### src/rtl/afr_pkg.sv
package afr_pkg;
   localparam logic [2:0] FMT_L16 = 3'b000;
   localparam logic [2:0] FMT_L20 = 3'b001;
   localparam logic [2:0] FMT_MSB = 3'b010;
   localparam logic [2:0] FMT_I2S = 3'b011;
   localparam logic [2:0] FMT_L24 = 3'b100;

   localparam int LSB_VARIANTS = 3;

   function automatic int lsb_width(input int idx);
      case (idx)
         0:       return 16;
         1:       return 20;
         default: return 24;
      endcase
   endfunction

   function automatic logic [2:0] lsb_code(input int idx);
      case (idx)
         0:       return FMT_L16;
         1:       return FMT_L20;
         default: return FMT_L24;
      endcase
   endfunction
endpackage

### src/rtl/afr_frame_track.sv
module afr_frame_track #(
   parameter int POS_W = 6
) (
   input  logic             clk,
   input  logic             rst_n,
   input  logic             wclk,
   output logic             is_edge,
   output logic [POS_W-1:0] bit_idx,
   output logic [POS_W-1:0] prev_idx,
   output logic             wclk_prev,
   output logic             framed
);
   localparam logic [POS_W-1:0] POS_MAX = '1;

   logic             armed_q;
   logic             wclk_q;
   logic             seen_q;
   logic [POS_W-1:0] pos_q;

   always_comb begin
      is_edge = armed_q && (wclk != wclk_q);
      if (is_edge)
         bit_idx = '0;
      else if (pos_q == POS_MAX)
         bit_idx = pos_q;
      else
         bit_idx = pos_q + 1'b1;
   end

   always_ff @(posedge clk) begin
      if (!rst_n) begin
         armed_q <= 1'b0;
         wclk_q  <= 1'b0;
         seen_q  <= 1'b0;
         pos_q   <= '0;
      end else begin
         armed_q <= 1'b1;
         wclk_q  <= wclk;
         pos_q   <= bit_idx;
         if (is_edge)
            seen_q <= 1'b1;
      end
   end

   assign prev_idx  = pos_q;
   assign wclk_prev = wclk_q;
   assign framed    = seen_q;

   assert_first_slot_R9: assert property (@(posedge clk) disable iff (!rst_n)
      (armed_q && wclk != wclk_q) |=> (pos_q == '0));
endmodule

### src/rtl/afr_capture.sv
module afr_capture
   import afr_pkg::*;
#(
   parameter int SAMPLE_W = 24,
   parameter int POS_W    = 6
) (
   input  logic                clk,
   input  logic                rst_n,
   input  logic [2:0]          fmt,
   input  logic                sdata,
   input  logic                is_edge,
   input  logic [POS_W-1:0]    bit_idx,
   input  logic [POS_W-1:0]    prev_idx,
   output logic [SAMPLE_W-1:0] done_val
);
   logic [SAMPLE_W-1:0] shreg_q;
   logic [SAMPLE_W-1:0] acc_q;
   logic [SAMPLE_W-1:0] acc_n;
   logic [SAMPLE_W-1:0] i2s_tail;
   logic [SAMPLE_W-1:0] lsb_cand [LSB_VARIANTS];
   logic                i2s_mode;
   logic                in_win;
   logic [POS_W-1:0]    slot;

   function automatic logic [SAMPLE_W-1:0] sext(input logic [SAMPLE_W-1:0] v, input int w);
      logic [SAMPLE_W-1:0] r;
      for (int i = 0; i < SAMPLE_W; i++)
         r[i] = (i < w) ? v[i] : v[w-1];
      return r;
   endfunction

   genvar g;
   generate
      for (g = 0; g < LSB_VARIANTS; g++) begin : g_lsb
         assign lsb_cand[g] = sext(shreg_q, lsb_width(g));
      end
   endgenerate

   assign i2s_mode = (fmt == FMT_I2S);

   always_comb begin
      if (i2s_mode) begin
         slot   = bit_idx - 1'b1;
         in_win = (bit_idx != '0) && (int'(slot) < SAMPLE_W);
      end else begin
         slot   = bit_idx;
         in_win = (int'(bit_idx) < SAMPLE_W);
      end
      acc_n = is_edge ? '0 : acc_q;
      for (int i = 0; i < SAMPLE_W; i++)
         if (in_win && slot == POS_W'(SAMPLE_W - 1 - i))
            acc_n[i] = sdata;
   end

   always_comb begin
      i2s_tail = acc_q;
      for (int i = 0; i < SAMPLE_W; i++)
         if (prev_idx == POS_W'(SAMPLE_W - 1 - i))
            i2s_tail[i] = sdata;
   end

   always_comb begin
      case (fmt)
         FMT_L16: done_val = lsb_cand[0];
         FMT_L20: done_val = lsb_cand[1];
         FMT_L24: done_val = lsb_cand[2];
         FMT_I2S: done_val = i2s_tail;
         default: done_val = acc_q;
      endcase
   end

   always_ff @(posedge clk) begin
      if (!rst_n) begin
         shreg_q <= '0;
         acc_q   <= '0;
      end else begin
         shreg_q <= {shreg_q[SAMPLE_W-2:0], sdata};
         acc_q   <= acc_n;
      end
   end

   assert_i2s_gap_R7: assert property (@(posedge clk) disable iff (!rst_n)
      (is_edge && fmt == FMT_I2S) |=> (acc_q == '0));
endmodule

### src/rtl/afr_pair.sv
module afr_pair
   import afr_pkg::*;
#(
   parameter int SAMPLE_W = 24
) (
   input  logic                clk,
   input  logic                rst_n,
   input  logic [2:0]          fmt,
   input  logic                wclk_prev,
   input  logic                is_edge,
   input  logic                framed,
   input  logic [SAMPLE_W-1:0] done_val,
   output logic [SAMPLE_W-1:0] left_o,
   output logic [SAMPLE_W-1:0] right_o,
   output logic                valid_o
);
   logic [SAMPLE_W-1:0] hold_q;
   logic                have_q;
   logic                done_left;

   assign done_left = (fmt == FMT_I2S) ? !wclk_prev : wclk_prev;

   always_ff @(posedge clk) begin
      if (!rst_n) begin
         hold_q  <= '0;
         have_q  <= 1'b0;
         left_o  <= '0;
         right_o <= '0;
         valid_o <= 1'b0;
      end else begin
         valid_o <= 1'b0;
         if (is_edge && framed) begin
            if (done_left) begin
               hold_q <= done_val;
               have_q <= 1'b1;
            end else if (have_q) begin
               left_o  <= hold_q;
               right_o <= done_val;
               valid_o <= 1'b1;
               have_q  <= 1'b0;
            end
         end
      end
   end

   assert_valid_pulse_R9: assert property (@(posedge clk) disable iff (!rst_n)
      valid_o |=> !valid_o);
   assert_valid_on_edge_R9: assert property (@(posedge clk) disable iff (!rst_n)
      valid_o |-> $past(is_edge));
   assert_left_first_R10: assert property (@(posedge clk) disable iff (!rst_n)
      valid_o |-> $past(have_q));
   assert_sext16_R2: assert property (@(posedge clk) disable iff (!rst_n)
      (valid_o && $past(fmt) == FMT_L16) |->
      ((left_o[SAMPLE_W-1:15] == '0 || left_o[SAMPLE_W-1:15] == '1) &&
       (right_o[SAMPLE_W-1:15] == '0 || right_o[SAMPLE_W-1:15] == '1)));
   assert_sext20_R3: assert property (@(posedge clk) disable iff (!rst_n)
      (valid_o && $past(fmt) == FMT_L20) |->
      ((left_o[SAMPLE_W-1:19] == '0 || left_o[SAMPLE_W-1:19] == '1) &&
       (right_o[SAMPLE_W-1:19] == '0 || right_o[SAMPLE_W-1:19] == '1)));
endmodule

### src/rtl/audio_fmt_rx.sv
module audio_fmt_rx #(
   parameter int SAMPLE_W = 24,
   parameter int POS_W    = 6
) (
   input  logic                clk,
   input  logic                rst_n,
   input  logic [2:0]          fmt_sel,
   input  logic                wclk,
   input  logic                sdata,
   output logic [SAMPLE_W-1:0] left_smp,
   output logic [SAMPLE_W-1:0] right_smp,
   output logic                smp_valid
);
   localparam int POS_SPAN = 1 << POS_W;

   generate
      if (SAMPLE_W < 24) begin : g_bad_width
         $error("SAMPLE_W must hold a 24-bit sample");
      end
      if (POS_SPAN <= SAMPLE_W + 1) begin : g_bad_pos
         $error("POS_W too narrow to index a full sample plus delay slot");
      end
   endgenerate

   logic                is_edge;
   logic                wclk_prev;
   logic                framed;
   logic [POS_W-1:0]    bit_idx;
   logic [POS_W-1:0]    prev_idx;
   logic [SAMPLE_W-1:0] done_val;

   afr_frame_track #(.POS_W(POS_W)) u_track (
      .clk       (clk),
      .rst_n     (rst_n),
      .wclk      (wclk),
      .is_edge   (is_edge),
      .bit_idx   (bit_idx),
      .prev_idx  (prev_idx),
      .wclk_prev (wclk_prev),
      .framed    (framed)
   );

   afr_capture #(.SAMPLE_W(SAMPLE_W), .POS_W(POS_W)) u_capture (
      .clk      (clk),
      .rst_n    (rst_n),
      .fmt      (fmt_sel),
      .sdata    (sdata),
      .is_edge  (is_edge),
      .bit_idx  (bit_idx),
      .prev_idx (prev_idx),
      .done_val (done_val)
   );

   afr_pair #(.SAMPLE_W(SAMPLE_W)) u_pair (
      .clk       (clk),
      .rst_n     (rst_n),
      .fmt       (fmt_sel),
      .wclk_prev (wclk_prev),
      .is_edge   (is_edge),
      .framed    (framed),
      .done_val  (done_val),
      .left_o    (left_smp),
      .right_o   (right_smp),
      .valid_o   (smp_valid)
   );
endmodule

### config.mk
export PLATFORM = sky130hd
export DESIGN_NAME = audio_fmt_rx
export DESIGN_NICKNAME = d
export VERILOG_FILES = /design/src/rtl/afr_pkg.sv /design/src/rtl/afr_frame_track.sv /design/src/rtl/afr_capture.sv /design/src/rtl/afr_pair.sv /design/src/rtl/audio_fmt_rx.sv
export SDC_FILE = /design/constraint.sdc
export NUM_CORES = 1
export LEC_CHECK = 0
export ABC_CLOCK_PERIOD_IN_PS = 3600
export BUFFER_PORTS_ARGS = -buffer_cell sky130_fd_sc_hd__clkbuf_2
export CAP_MARGIN = 0
export CORE_MARGIN = 8
export CORE_UTILIZATION = 37
export DETAILED_ROUTE_END_ITERATION = 10
export GPL_TIMING_DRIVEN = 0
export PLACE_DENSITY = 0.59
export SYNTH_ARGS = -nofsm -noshare
export SYNTH_HDL_FRONTEND = slang
export SYNTH_HIERARCHICAL = 1
export SYNTH_SLANG_ARGS = --single-unit
### constraint.sdc
create_clock -name clk -period 3.6 [get_ports clk]
set_input_delay 0.9 -clock clk [delete_from_list [all_inputs] [get_ports clk]]
set_output_delay 0.9 -clock clk [all_outputs]
set_load 0.03 [all_outputs]
==> impl_metrics.ini <==
[outcome]
status = finished clean

[clocking]
cts.clk_slew.worst_paths_ns = 0.07
cts-root-buf = clkbuf_16
htreeDepth = 4
cts.sink_count = 131
cts_made_buffers = 17
cts_buffer_depth = 2
cts_tree = done
ctsHoldBuffers = 0
worstSkewPairLatency_ns = 0.42
postCtsSetupBuffers = 0

[sta]
slew_headroom_pct = 52.4
post-route-period-util_pct = 94.5
finalHoldViolCount = 0
finalSetupViolCount = 0
worst_slew_pin_slew_ns = 0.705
drv_slew = 0
finalCriticalPeriod_ns = 3.40
grt_setup_unrepaired = no
finClkSkew_ns = 0.00619
whs_ns = 0.459
max_freq_mhz = 294

[grt]
grt_use_total_pct = 16.1
grt_max_degree = 17
grt_pass1_vias = 5197
grt_pass1_wl_mm = 27.9
overflow = 0
grt_antenna_before_repair = 0

[synthesis]
netlist_instances = 667
synth_area_leaders = dfxtp_1 (41%), mux2i_1 (15%), nand2_1 (7.7%)
netlist_area_mm2 = 0.00632
ys.flop_type = dfxtp_1
avgSynthCellArea_um2 = 9.47
yosysSeqAreaShare_pct = 41.5
syn_nets = 676
yosys.area.top_type = dfxtp_1
ys_ff_latch = 131
synth_edf_count = 0
yosysWarnings = 6
yosysTopAreaCellShare_pct = 41.5
async_flop_share_pct = 0
synth.distinct_cells = 78

[critical_path]
ff2ff_path_depth = 12
worstPathArrival_ns = 3.68
worstPathMaxFanout = 13
worstSetupPathType = in -> reg
start_kind = primary input
cp.required_ns = 3.88
r2r_slack_ns = 0.29
crit_path_end_kind = flop
reg2reg_to = u_capture/acc_q[13]
rr_startpoint = u_track/prev_idx[4]

[drt]
drc = 0
drtPass1Iterations = 5
wl_per_cell_um = 17.7
top_layer_used = met4
wl_met2_mm = 8.08
drt-met1-wl_mm = 8.00
num_vias = 5312
drt-total-wl_mm = 17.2
ant_nets = 0
drt_first_iter_violations = 368
vias_per_cell = 5.45
wl_met3_um = 859

[placement]
placed_cells = 942
hpwl_mm = 12.8
numPortBuffers = 55
placed_area_mm2 = 0.00687
routabilityCongestion = 0.835

[cells_and_area]
syn2layout_area_growth_pct = 18.3
fill_cells = 1626
design_area_mm2 = 0.00748
antenna_cells = 0
multi_input_area_mm2 = 0.00336
final_cell_mix = nand2_1 (130), dfxtp_1 (130), mux2i_1 (97), clkbuf_2 (56), and2_1 (28)
nets = 750
layout-drive-gt1-share_pct = 21.6
final_cells = 974
seqCellArea_mm2 = 0.00262

[power]
vdd.ir_drop.worst_mv = 0.331
p_leak_nw = 2.79
powerDensity_mw_per_mm2 = 478
power_mw = 3.57

[die]
num_rows = 47
io_pins = 56
die_y_um = 147
core_mm2 = 0.0166
start_util_pct = 38.0
fp.dieW_um = 147
dieArea_mm2 = 0.0215

[run]
drv_cap = 0

[hold_path]
hold_class = reg -> reg
min_path_cells = 2
worstHoldStart = u_pair/left_o[11]
whs_endpoint = u_pair/left_o[11]
-- critical path: stages --
cell	delay [ns]
clkbuf_2	0.09
xor2_1	0.15
and2_1	0.17
buf_6	0.15
nor3_2	0.20
clkbuf_4	0.25
inv_2	0.09
ha_1	0.22
buf_2	0.19
nor3b_1	0.32
a22o_1	0.20
a21oi_2	0.12
buf_6	0.18
o311ai_1	0.32
o41ai_1	0.14
-- layer usage --
metal,vias to the layer above,global-route usage (%)
met5,-,0
met4,0,5.92
met3,26,3.75
met2,139,25.3
met1,2590,21.1
li1,2557,-
-- state kept, by name, indices dropped and copies added, names as in the netlist --
name	cells
u_track/armed_q	1
u_track/wclk_prev	1
u_pair/hold_q	24
u_track/prev_idx	6
u_track/framed	1
u_pair/valid_o	1
u_pair/right_o	24
u_pair/left_o	24
u_pair/have_q	1
u_capture/acc_q	24
u_capture/shreg_q	24
-- worst max-delay path by stage --
stage	start	slack (ns)	end
after floorplan	wclk	0.23	u_capture/acc_q[9]
after global placement	wclk	-0.20	u_capture/acc_q[13]
after detailed placement	wclk	-0.34	u_capture/acc_q[13]
final	wclk	0.20	u_capture/acc_q[10]
after global routing	u_track/prev_idx[4]	0.02	u_capture/acc_q[13]
after CTS	wclk	0.09	u_capture/acc_q[13]
-- cell usage after synthesis (5+ instances only) --
| master | instances |
|---|---|
| nor4_2 | 5 |
| o22ai_1 | 19 |
| a21oi_1 | 26 |
| buf_4 | 9 |
| nand2b_1 | 5 |
| o41ai_1 | 15 |
| nor2_1 | 16 |
| o311ai_1 | 12 |
| mux2i_1 | 97 |
| nand3_1 | 12 |
| nor3_2 | 5 |
| nor3_1 | 5 |
| clkbuf_1 | 22 |
| inv_1 | 9 |
| and2_1 | 28 |
| buf_2 | 8 |
| dfxtp_1 | 131 |
| nand2_1 | 130 |
| nor3b_1 | 5 |
| buf_6 | 9 |
-- stage by stage --
stage / TNS [ns] / util [%] / setup slack [ns]
2_1_floorplan: 0 / - / 0.225
3_3_place_gp: -0.850 / 41.3 / -0.195
3_5_place_dp: -1.84 / 41.3 / -0.338
4_1_cts: 0 / 44.9 / 0.0937
5_1_grt: 0 / 44.9 / 0.0209
6_report: 0 / 44.9 / 0.199
-- where the power goes --
group          internal (mW)  switching (mW)
clock                  0.997           0.749
sequential              1.46          0.0121
combinational          0.114           0.238
-- what timing repair did --
item | in CTS | in global routing
setup endpoints to repair | 0 | 3
gates resized for setup | 0 | 4
hold endpoints to repair | 0 | 0
-- kinds of logic (layout without fill, tap and decap cells) --
| family | count (synthesis) | count (layout) | share of synthesized area, % |
|---|---|---|---|
| adder cells (fa/ha/maj) | 2 | 2 | 0.396 |
| buffers and inverters | 61 | 148 | 5.38 |
| multiplexers | 103 | 103 | 16.7 |
| AO/OA/AOI/OAI | 120 | 120 | 14.6 |
| XOR/XNOR | 4 | 4 | 0.554 |
| AND/OR/NAND/NOR | 246 | 246 | 20.9 |
| flip-flops | 131 | 131 | 41.5 |
-- layout make-up --
cell class	count	area share [%]
plain buffers	51	4.10
multi-input cells	475	44.9
inverters	10	0.502
well taps	220	3.68
repair buffers	55	3.68
flip-flops and latches	131	35.1
clock buffers	17	5.69
clock inverters	15	2.34
(Power assumes the default switching activity.)
